File: src/rtl/ledm_pkg.sv
package ledm_pkg;
  typedef enum logic [1:0] {
    MODE_INIT   = 2'd0,
    MODE_ACTIVE = 2'd1,
    MODE_SAFE   = 2'd2,
    MODE_OFF    = 2'd3
  } ledm_mode_e;
endpackage

File: src/rtl/ledm_brk_cnt.sv
module ledm_brk_cnt #(
  parameter int LIMIT = 6
) (
  input  logic clk,
  input  logic rst_n,
  input  logic brk_i,
  input  logic clr_i,
  input  logic hold_i,
  output logic req_o
);
  localparam int CW = $clog2(LIMIT + 1);
  localparam logic [CW-1:0] TOP  = CW'(LIMIT);
  localparam logic [CW-1:0] LAST = CW'(LIMIT - 1);

  logic [CW-1:0] cnt_q;

  always_ff @(posedge clk or negedge rst_n) begin
    if (!rst_n)                      cnt_q <= '0;
    else if (hold_i || clr_i)        cnt_q <= '0;
    else if (brk_i && cnt_q != TOP)  cnt_q <= cnt_q + 1'b1;
  end

  assign req_o = brk_i && !clr_i && !hold_i && (cnt_q == LAST);


  brk_single_req_chk: assert property (@(posedge clk) disable iff (!rst_n)
    req_o |=> !req_o);


  brk_count_bound_chk: assert property (@(posedge clk) disable iff (!rst_n)
    cnt_q <= TOP);
endmodule

File: src/rtl/ledm_mode_fsm.sv
module ledm_mode_fsm
  import ledm_pkg::*;
(
  input  logic       clk,
  input  logic       rst_n,
  input  logic       cmd_init_i,
  input  logic       cmd_safe_i,
  input  logic       dc_upd_i,
  input  logic       warn_clr_i,
  input  logic       brk_req_i,
  input  logic       int_fault_i,
  input  logic       bus_alive_i,
  input  logic       errpin_alive_i,
  input  logic       load_fault_i,
  input  logic       errpin_low_i,
  input  logic       vdd_uv_i,
  input  logic       vdd_up_i,
  input  logic       vs_ok_i,
  input  logic       wdt_exp_i,
  input  logic       wdt_off_i,
  input  logic       pin_warn_i,
  input  logic       pin_act_i,
  input  logic       bist_ok_i,
  input  logic       cfg_lock_i,
  input  logic       emu_ok_i,
  output ledm_mode_e state_q,
  output ledm_mode_e state_nxt
);
  logic fault_dead, go_init, act_init, go_safe, qual, trig;

  always_comb begin
    fault_dead = int_fault_i && !bus_alive_i && !errpin_alive_i;
    go_init    = vdd_uv_i || cmd_init_i || brk_req_i;
    act_init   = (state_q == MODE_ACTIVE) &&
                 (load_fault_i || errpin_low_i ||
                  (int_fault_i && (bus_alive_i || errpin_alive_i)));
    go_safe    = cmd_safe_i || (pin_warn_i && wdt_off_i) ||
                 (wdt_exp_i && (state_q == MODE_INIT || state_q == MODE_ACTIVE));
    qual       = bist_ok_i && (cfg_lock_i || emu_ok_i) && vdd_up_i && vs_ok_i;
    trig       = dc_upd_i || pin_act_i || (state_q == MODE_SAFE && warn_clr_i);

    state_nxt = state_q;
    if (state_q == MODE_OFF) begin
      if (vdd_uv_i) state_nxt = MODE_INIT;
    end else if (fault_dead) begin
      state_nxt = MODE_OFF;
    end else if (go_init || act_init) begin
      state_nxt = MODE_INIT;
    end else if (go_safe) begin
      state_nxt = MODE_SAFE;
    end else if (state_q != MODE_ACTIVE && qual && trig) begin
      state_nxt = MODE_ACTIVE;
    end
  end

  always_ff @(posedge clk or negedge rst_n) begin
    if (!rst_n) state_q <= MODE_INIT;
    else        state_q <= state_nxt;
  end


  off_exit_only_init_chk: assert property (@(posedge clk) disable iff (!rst_n)
    (state_q == MODE_OFF) |=> (state_q == MODE_OFF || state_q == MODE_INIT));


  off_exit_needs_uv_chk: assert property (@(posedge clk) disable iff (!rst_n)
    ($past(state_q) == MODE_OFF && state_q == MODE_INIT) |-> $past(vdd_uv_i));


  uv_forces_init_chk: assert property (@(posedge clk) disable iff (!rst_n)
    (state_q != MODE_OFF && vdd_uv_i && !(int_fault_i && !bus_alive_i && !errpin_alive_i))
      |=> state_q == MODE_INIT);


  active_entry_qual_chk: assert property (@(posedge clk) disable iff (!rst_n)
    (state_q == MODE_ACTIVE && $past(state_q) != MODE_ACTIVE)
      |-> $past(bist_ok_i && vdd_up_i && vs_ok_i && (cfg_lock_i || emu_ok_i)));
endmodule

File: src/rtl/ledm_out_stage.sv
module ledm_out_stage
  import ledm_pkg::*;
#(
  parameter int NCH = 8
) (
  input  logic           clk,
  input  logic           rst_n,
  input  ledm_mode_e     state_q,
  input  ledm_mode_e     state_nxt,
  input  logic [NCH-1:0] safe_en_i,
  output logic           out_off_o,
  output logic           bus_hiz_o,
  output logic [NCH-1:0] fs_load_o
);
  logic enter_safe;
  assign enter_safe = (state_nxt == MODE_SAFE) && (state_q != MODE_SAFE);

  for (genvar c = 0; c < NCH; c++) begin : g_ch
    logic load_q;
    always_ff @(posedge clk or negedge rst_n) begin
      if (!rst_n) load_q <= 1'b0;
      else        load_q <= enter_safe && safe_en_i[c];
    end
    assign fs_load_o[c] = load_q;
  end

  assign out_off_o = (state_q == MODE_INIT) || (state_q == MODE_OFF);
  assign bus_hiz_o = (state_q == MODE_OFF);


  load_on_entry_chk: assert property (@(posedge clk) disable iff (!rst_n)
    (|fs_load_o) |-> (state_q == MODE_SAFE && $past(state_q) != MODE_SAFE));


  load_single_cycle_chk: assert property (@(posedge clk) disable iff (!rst_n)
    (|fs_load_o) |=> !(|fs_load_o));
endmodule

File: src/rtl/ledm_mode_ctrl.sv
module ledm_mode_ctrl
  import ledm_pkg::*;
#(
  parameter int NCH       = 8,
  parameter int BRK_LIMIT = 6
) (
  input  logic           clk,
  input  logic           rst_n,
  input  logic           cmd_init_i,
  input  logic           cmd_safe_i,
  input  logic           dc_upd_i,
  input  logic           warn_clr_i,
  input  logic           other_frame_i,
  input  logic           sync_brk_i,
  input  logic           int_fault_i,
  input  logic           bus_alive_i,
  input  logic           errpin_alive_i,
  input  logic           load_fault_i,
  input  logic           errpin_low_i,
  input  logic           vdd_uv_i,
  input  logic           vdd_up_i,
  input  logic           vs_ok_i,
  input  logic           wdt_exp_i,
  input  logic           wdt_off_i,
  input  logic           pin_warn_i,
  input  logic           pin_act_i,
  input  logic           bist_ok_i,
  input  logic           cfg_lock_i,
  input  logic           emu_ok_i,
  input  logic [NCH-1:0] safe_en_i,
  output logic [1:0]     mode_o,
  output logic           out_off_o,
  output logic           bus_hiz_o,
  output logic [NCH-1:0] fs_load_o
);
  ledm_mode_e state_q, state_nxt;
  logic       brk_req, frame_clr;

  assign frame_clr = other_frame_i || cmd_init_i || cmd_safe_i || dc_upd_i || warn_clr_i;

  ledm_brk_cnt #(.LIMIT(BRK_LIMIT)) u_brk (
    .clk    (clk),
    .rst_n  (rst_n),
    .brk_i  (sync_brk_i),
    .clr_i  (frame_clr),
    .hold_i (state_q == MODE_OFF),
    .req_o  (brk_req)
  );

  ledm_mode_fsm u_fsm (
    .clk            (clk),
    .rst_n          (rst_n),
    .cmd_init_i     (cmd_init_i),
    .cmd_safe_i     (cmd_safe_i),
    .dc_upd_i       (dc_upd_i),
    .warn_clr_i     (warn_clr_i),
    .brk_req_i      (brk_req),
    .int_fault_i    (int_fault_i),
    .bus_alive_i    (bus_alive_i),
    .errpin_alive_i (errpin_alive_i),
    .load_fault_i   (load_fault_i),
    .errpin_low_i   (errpin_low_i),
    .vdd_uv_i       (vdd_uv_i),
    .vdd_up_i       (vdd_up_i),
    .vs_ok_i        (vs_ok_i),
    .wdt_exp_i      (wdt_exp_i),
    .wdt_off_i      (wdt_off_i),
    .pin_warn_i     (pin_warn_i),
    .pin_act_i      (pin_act_i),
    .bist_ok_i      (bist_ok_i),
    .cfg_lock_i     (cfg_lock_i),
    .emu_ok_i       (emu_ok_i),
    .state_q        (state_q),
    .state_nxt      (state_nxt)
  );

  ledm_out_stage #(.NCH(NCH)) u_out (
    .clk       (clk),
    .rst_n     (rst_n),
    .state_q   (state_q),
    .state_nxt (state_nxt),
    .safe_en_i (safe_en_i),
    .out_off_o (out_off_o),
    .bus_hiz_o (bus_hiz_o),
    .fs_load_o (fs_load_o)
  );

  assign mode_o = state_q;


  hiz_implies_off_chk: assert property (@(posedge clk) disable iff (!rst_n)
    bus_hiz_o |-> out_off_o);
endmodule

File: config.mk
export PLATFORM = sky130hd
export DESIGN_NAME = ledm_mode_ctrl
export DESIGN_NICKNAME = d
export VERILOG_FILES = /design/src/rtl/ledm_pkg.sv /design/src/rtl/ledm_brk_cnt.sv /design/src/rtl/ledm_mode_fsm.sv /design/src/rtl/ledm_out_stage.sv /design/src/rtl/ledm_mode_ctrl.sv
export SDC_FILE = /design/constraint.sdc
export NUM_CORES = 1
export LEC_CHECK = 0
export BUFFER_PORTS_ARGS = -buffer_cell sky130_fd_sc_hd__buf_2
export CORE_MARGIN = 3
export CORE_UTILIZATION = 40
export CTS_BUF_LIST = sky130_fd_sc_hd__clkbuf_8
export CTS_CLUSTER_SIZE = 14
export DETAILED_ROUTE_END_ITERATION = 16
export GPL_TIMING_DRIVEN = 0
export PLACE_DENSITY = 0.72
export SLEW_MARGIN = 20
export SYNTH_ARGS = -nofsm -noshare
export SYNTH_HDL_FRONTEND = slang
export SYNTH_SLANG_ARGS = --single-unit
File: constraint.sdc
create_clock -name clk -period 3.4 [get_ports clk]
set_input_delay 0.34 -clock clk [delete_from_list [all_inputs] [get_ports clk]]
set_output_delay 0.34 -clock clk [all_outputs]
set_load 0.02 [all_outputs]
Word-level counts from Yosys, hierarchy flattened

Cells that the tools add are included.

Add/sub/neg operators: 1
Equal/unequal tests: 8
Muxes and demuxes: 8
Reductions and logical operators: 49

Operators by type and width:

| cell                                                 | count |
|---|---|
| logical AND 1 bit                                    | 25 |
| logical OR 1 bit                                     | 18 |
| two-way mux 2 bit                                    | 6 |
| equality test 2 bit (second input constant)          | 3 |
| two-way mux 3 bit                                    | 2 |
| logical NOT 1 bit                                    | 4 |
| adder 3 x 1 -> 3 bit (second input constant)         | 1 |
| equality test 3 bit (second input constant)          | 1 |
| != test 3 bit (second input constant)                | 1 |
| equality test 2 x 1 -> 1 bit (second input constant) | 1 |
| logical NOT 2 bit                                    | 1 |
| != test 2 x 1 -> 1 bit (second input constant)       | 1 |
| != test 2 bit (second input constant)                | 1 |
| nonzero test 2 bit                                   | 1 |

Flip-flop bits (word level): 13
Input port bits: 31
Logic and storage cells: 76

Logic depth before layout (Yosys ltp)

Word-level depth: 16
Gate-level depth with buffers: 7
Mapped depth without buffers: 6

Cells and area by module

Synthesis repeated with hierarchy kept, for this count alone.

Cells, all modules: 73
Area total of the unflattened synthesis: 798.3 µm²

Modules (own cells, without submodules):

| module         | instances | cells an instance | area each (µm²) |
|---|---|---|---|
| ledm_out_stage | 1         | 27                | 389.1 |
| ledm_brk_cnt   | 1         | 20                | 211.5 |
| ledm_mode_fsm  | 1         | 22                | 178.9 |
| ledm_mode_ctrl | 1         | 4                 | 18.8 |

Worst setup path before layout

No wires, ideal clock.

Path type: register -> register
Start point: reg u_fsm.state_q[0]
End point: reg u_out.g_ch[0].load_q
Arrival: 1974 ps
Data required time: 3254 ps
Setup slack: 1279 ps
Cell stages (with the launch flop): 7
Buffers on the path: 0
Path through: dfrtp_1 -> inv_1 -> ha_1 -> a211oi_1 -> or3_4 -> a2111oi_4 -> nor4_1

Cells in the longest elaborated chain, start to end: 12
Elaborated cells between the ends (all ways): 28
Classes of those cells: 6 x eq/ne; 6 x mux; 16 x reduce/logical

RTL lines:

| element                                                       | RTL line                                                       | source |
|---|---|---|
| start: declaration                                            | ledm_mode_fsm.sv:26                                            | `output ledm_mode_e state_q,` |
| start signal: assignment                                      | ledm_mode_fsm.sv:58                                            | `else state_q <= state_nxt;` |
| equality test 2 bit (on tied branches)                        | ledm_mode_fsm.sv:40, ledm_mode_fsm.sv:43, ledm_mode_ctrl.sv:46 |  |
| logical AND 1 bit / logical NOT 1 bit (equally long branches) | ledm_mode_fsm.sv:40, ledm_brk_cnt.sv:23                        |  |
| logical OR 1 bit / logical AND 1 bit (equally long branches)  | ledm_mode_fsm.sv:40, ledm_brk_cnt.sv:23                        |  |
| logical AND 1 bit (on tied branches)                          | ledm_mode_fsm.sv:51, ledm_brk_cnt.sv:23                        |  |
| two-way mux 2 bit / logical OR 1 bit (equally long branches)  | ledm_mode_fsm.sv:51, ledm_mode_fsm.sv:33                       |  |
| two-way mux 2 bit / logical OR 1 bit (equally long branches)  | ledm_mode_fsm.sv:49, ledm_mode_fsm.sv:47                       |  |
| two-way mux 2 bit                                             | ledm_mode_fsm.sv:47                                            | `end else if (go_init \|\| act_init) begin` |
| two-way mux 2 bit                                             | ledm_mode_fsm.sv:45                                            | `end else if (fault_dead) begin` |
| two-way mux 2 bit                                             | ledm_mode_fsm.sv:43                                            | `if (state_q == MODE_OFF) begin` |
| equality test 2 bit                                           | ledm_out_stage.sv:16                                           | `assign enter_safe = (state_nxt == MODE_SAFE) && (state_q != MODE_SAFE);` |
| logical AND 1 bit *                                           | ledm_out_stage.sv:16                                           |  |
| logical AND 1 bit *                                           | ledm_out_stage.sv:22                                           | `else load_q <= enter_safe && safe_en_i[c];` |
| end signal: assignment                                        | ledm_out_stage.sv:22                                           |  |
| end: declaration                                              | ledm_out_stage.sv:19                                           | `logic load_q;` |

Every way passes the cells marked *; elsewhere a longest branch is shown, timed or not.
A chain may end at the register's enable or synchronous reset.

Worst setup path after layout

Start point: reg u_fsm.state_q[0]
End point: reg u_out.g_ch[1].load_q

Cells in the longest elaborated chain, start to end: 12
Elaborated cells between the ends (all ways): 28
Classes of those cells: 6 x eq/ne; 6 x mux; 16 x reduce/logical

RTL lines:

| element                                                       | RTL line |
|---|---|
| equality test 2 bit (on tied branches)                        | ledm_mode_fsm.sv:40, ledm_mode_fsm.sv:43, ledm_mode_ctrl.sv:46 |
| logical AND 1 bit / logical NOT 1 bit (equally long branches) | ledm_mode_fsm.sv:40, ledm_brk_cnt.sv:23 |
| logical OR 1 bit / logical AND 1 bit (equally long branches)  | ledm_mode_fsm.sv:40, ledm_brk_cnt.sv:23 |
| logical AND 1 bit (on tied branches)                          | ledm_mode_fsm.sv:51, ledm_brk_cnt.sv:23 |
| two-way mux 2 bit / logical OR 1 bit (equally long branches)  | ledm_mode_fsm.sv:51, ledm_mode_fsm.sv:33 |
| two-way mux 2 bit / logical OR 1 bit (equally long branches)  | ledm_mode_fsm.sv:49, ledm_mode_fsm.sv:47 |
| two-way mux 2 bit                                             | ledm_mode_fsm.sv:47 |
| two-way mux 2 bit                                             | ledm_mode_fsm.sv:45 |
| two-way mux 2 bit                                             | ledm_mode_fsm.sv:43 |
| equality test 2 bit                                           | ledm_out_stage.sv:16 |
| logical AND 1 bit *                                           | ledm_out_stage.sv:16 |
| logical AND 1 bit *                                           | ledm_out_stage.sv:22 |
| end signal: assignment                                        | ledm_out_stage.sv:22 |
| end: declaration                                              | ledm_out_stage.sv:19 |

Marked as above.

==> impl_metrics.toml <==
[synthesis]
yosys-top-cells-area = "dfrtp_1 (38%), ha_1 (10%), buf_4 (7.1%)"
yosys.area.top_type = "dfrtp_1"
syn_area_sq_um = 847.1
synth-async-reset-ratio = 1.000
ys_seq_elements = 13
synth.top_cell.area_share = 0.3840
syn_nets = 123
ys_warn_count = 0
synth_common_cells = "dfrtp_1 (13), nor4_1 (9), buf_4 (8), nand3b_1 (8)"
syn_avg_cell_area_sq_um = 9.965
synthCells = 85
yosysSeqAreaShare = 0.3840
ys.flop_type = "dfrtp_1"
post-synth-top-count-cell = "dfrtp_1"
synth_edf_count = 0
yosysUniqueCellTypes = 28

[clocking]
cts-htree-levels = 1
clock_path_buffers = 2
cts_buffers = 3
cts_sinks = 13
clk_latency_ns = 0.24
cts_tree = "built"
clk_pin_slew_ns = 0.05
cts-root-buf = "clkbuf_8"
cts.repair.resized = 0

[sta]
finalCritPeriodShare = 0.7006
setup-tns-final_ns = 0
min_period_ns = 2.382
finalHoldViolations = 0
rsz0062_at_grt = "false"
max_slew_margin = 0.4969
worst_pin_slew_ns = 0.7511
setup_viol = 0
fmax_ghz = 0.4198
maxSlewViolCount = 0
clock_skew_ns = 0.004255
fin_ws_ns = 1.018

[detailed_routing]
drcViolationCount = 0
avgViaCountPerCell = 5.038
wl_mm = 2.088
first_pass_iters = 4
wl_per_cell_um = 13.13
vias = 801
drtIter0Drc = 11
antenna_left = 0

[floorplanning]
ios = 43
dieArea_sq_um = 2706
num_rows = 16
fp.dieH_um = 52.02
core_sq_um = 1982
die_x_um = 52.02
start_util = 0.4274

[cells_and_area]
num-fill-cells = 176
seqCellArea_sq_um = 325.3
drive_gt1_frac = 0.4318
antennaDiodeCount = 0
multi_input_area_sq_um = 431.7
fin_nets = 171
area_growth_pct = 35.45

[setup_path]
path_class = "flop to flop"
reg2reg_to = "u_out.g_ch[1].load_q"
cpPeakStageDelay_ns = 0.64
critPathTopFamily = "compound AO/OA/AOI/OAI gates"
slowest_stage = "a221oi_2"
r2r_slack_ns = 1.02
reg2regPathDepth = 6
r2r_start = "u_fsm.state_q[0]"
worst_setup_path_end_kind = "flop"
crit_chain = "inv_1, ha_1, a211oi_1, or3_4, a221oi_2, nor4_1"
crit_path_max_fanout = 9
worst_ep_required_time_ns = 3.49
critical_path_arrival_ns = 2.47
cp.buffers_inverters = 1
worst_setup_path_start_kind = "flop"

[global_route]
grt-ovfl-total = 0
antenna_found_initial = 0
grt_first_pass_wirelength_mm = 3.374
grtUsageTotal = 0.1696
grt_pass1_vias = 777
grt_max_degree = 14

[placed_design]
io_buffers = 42
post-place-ws_ns = 1.027
gp_congestion = 0.8452
place_hpwl_mm = 1.680

[pwr]
power_mw = 0.3995
vdd_drop_max_mv = 0.3153
power_density_nw_per_um2 = 348.2
leakage_nw = 0.5792

[job]
drv_cap = 0

[hold_path]
hp-class = "input port to flop"
hold_depth = 3
whs_endpoint = "u_out.g_ch[5].load_q"
hp-start = "safe_en_i[5]"

[run_status]
status = "finished clean"
[how the worst max path moves through the flow]
stage	start	end	slack, ns	depth (start not counted)
after floorplan	u_fsm.state_q[0]	u_out.g_ch[0].load_q	1.28	6
after global placement	u_fsm.state_q[0]	u_out.g_ch[0].load_q	1.06	6
after detailed placement	u_fsm.state_q[0]	u_out.g_ch[1].load_q	1.03	6
after CTS	u_fsm.state_q[0]	u_out.g_ch[1].load_q	1.01	6
after global routing	u_fsm.state_q[0]	u_out.g_ch[1].load_q	0.86	6
final	u_fsm.state_q[0]	u_out.g_ch[1].load_q	1.02	6
[per-layer routing]
metal	vias up	part of all wire	GRT usage
met4	0	0.017	0.07424
met1	386	0.38	0.1808
met5	-	0	0
met2	12	0.57	0.3096
li1	398	-	-
met3	5	0.029	0.04298
[what timing repair did]
| item | 4_1_cts | 5_1_grt |
|---|---|---|
| buffers inserted | 0 | 0 |
| hold endpoints to repair | 13 | 0 |
| hold buffers | 1 | 0 |
[state kept, by name (all words and copies together) (netlist names)]
name / flops
u_fsm.state_q: 2
u_brk.cnt_q: 3
u_out.g_ch.load_q: 8
[cell families after synthesis]
group / synth area share
and+or+nand+nor: 0.2585
xor gates and xnor gates: 0.01034
DFF: 0.3840
adders and majority gates: 0.1034
AOI/OAI and AO/OA: 0.1374
buffers and inverters: 0.1064
[power by group]
| group | leakage [nW] | switching [mW] | internal, mW |
|---|---|---|---|
| Clock | 0.0255 | 0.0533 | 0.0808 |
| Combinational | 0.377 | 0.0532 | 0.0446 |
| Sequential | 0.177 | 0.00483 | 0.163 |
[per-stage QoR]
step / util / instances / area, sq um / hold slack [ns]
global route: 0.5789 / 159 / 1147 / 0.3361
finish: 0.5789 / 159 / 1147 / 0.3363
CTS: 0.5789 / 159 / 1147 / 0.3313
floorplan: - / 85 / 847.1 / 0.04441
global placement: 0.5505 / 154 / 1091 / 0.2334
detailed placement: 0.5505 / 154 / 1091 / 0.2371
[tightest hold or removal path, delay by kind of cell]
family,cells,cell delay (ns)
simple gates,2,0.11
buf+inv,1,0.09
[final cells by class]
| type | count | share of cell area |
|---|---|---|
| Inverter | 6 | 0.01963 |
| Tap cell | 27 | 0.02944 |
| Timing Repair Buffer | 43 | 0.1919 |
| Multi-Input combinational cell | 56 | 0.3762 |
| Clock buffer | 3 | 0.03599 |
| Sequential cell | 13 | 0.2835 |
| Clock inverter | 1 | 0.004362 |
| Buffer | 10 | 0.05889 |
[cells in the final DEF, fill, tap and decap left out, types with 2 or more instances in the layout]
cell and instances:
buf_2 42, dfrtp_1 13, nor4_1 9, nand3b_1 8, buf_4 8, nor2_1 7
ha_1 7, inv_1 6, a211oi_1 3, clkbuf_8 3, clkbuf_1 2, o21ai_0 2
nand2_1 2, a31oi_1 2
(Power assumes the default switching activity.)
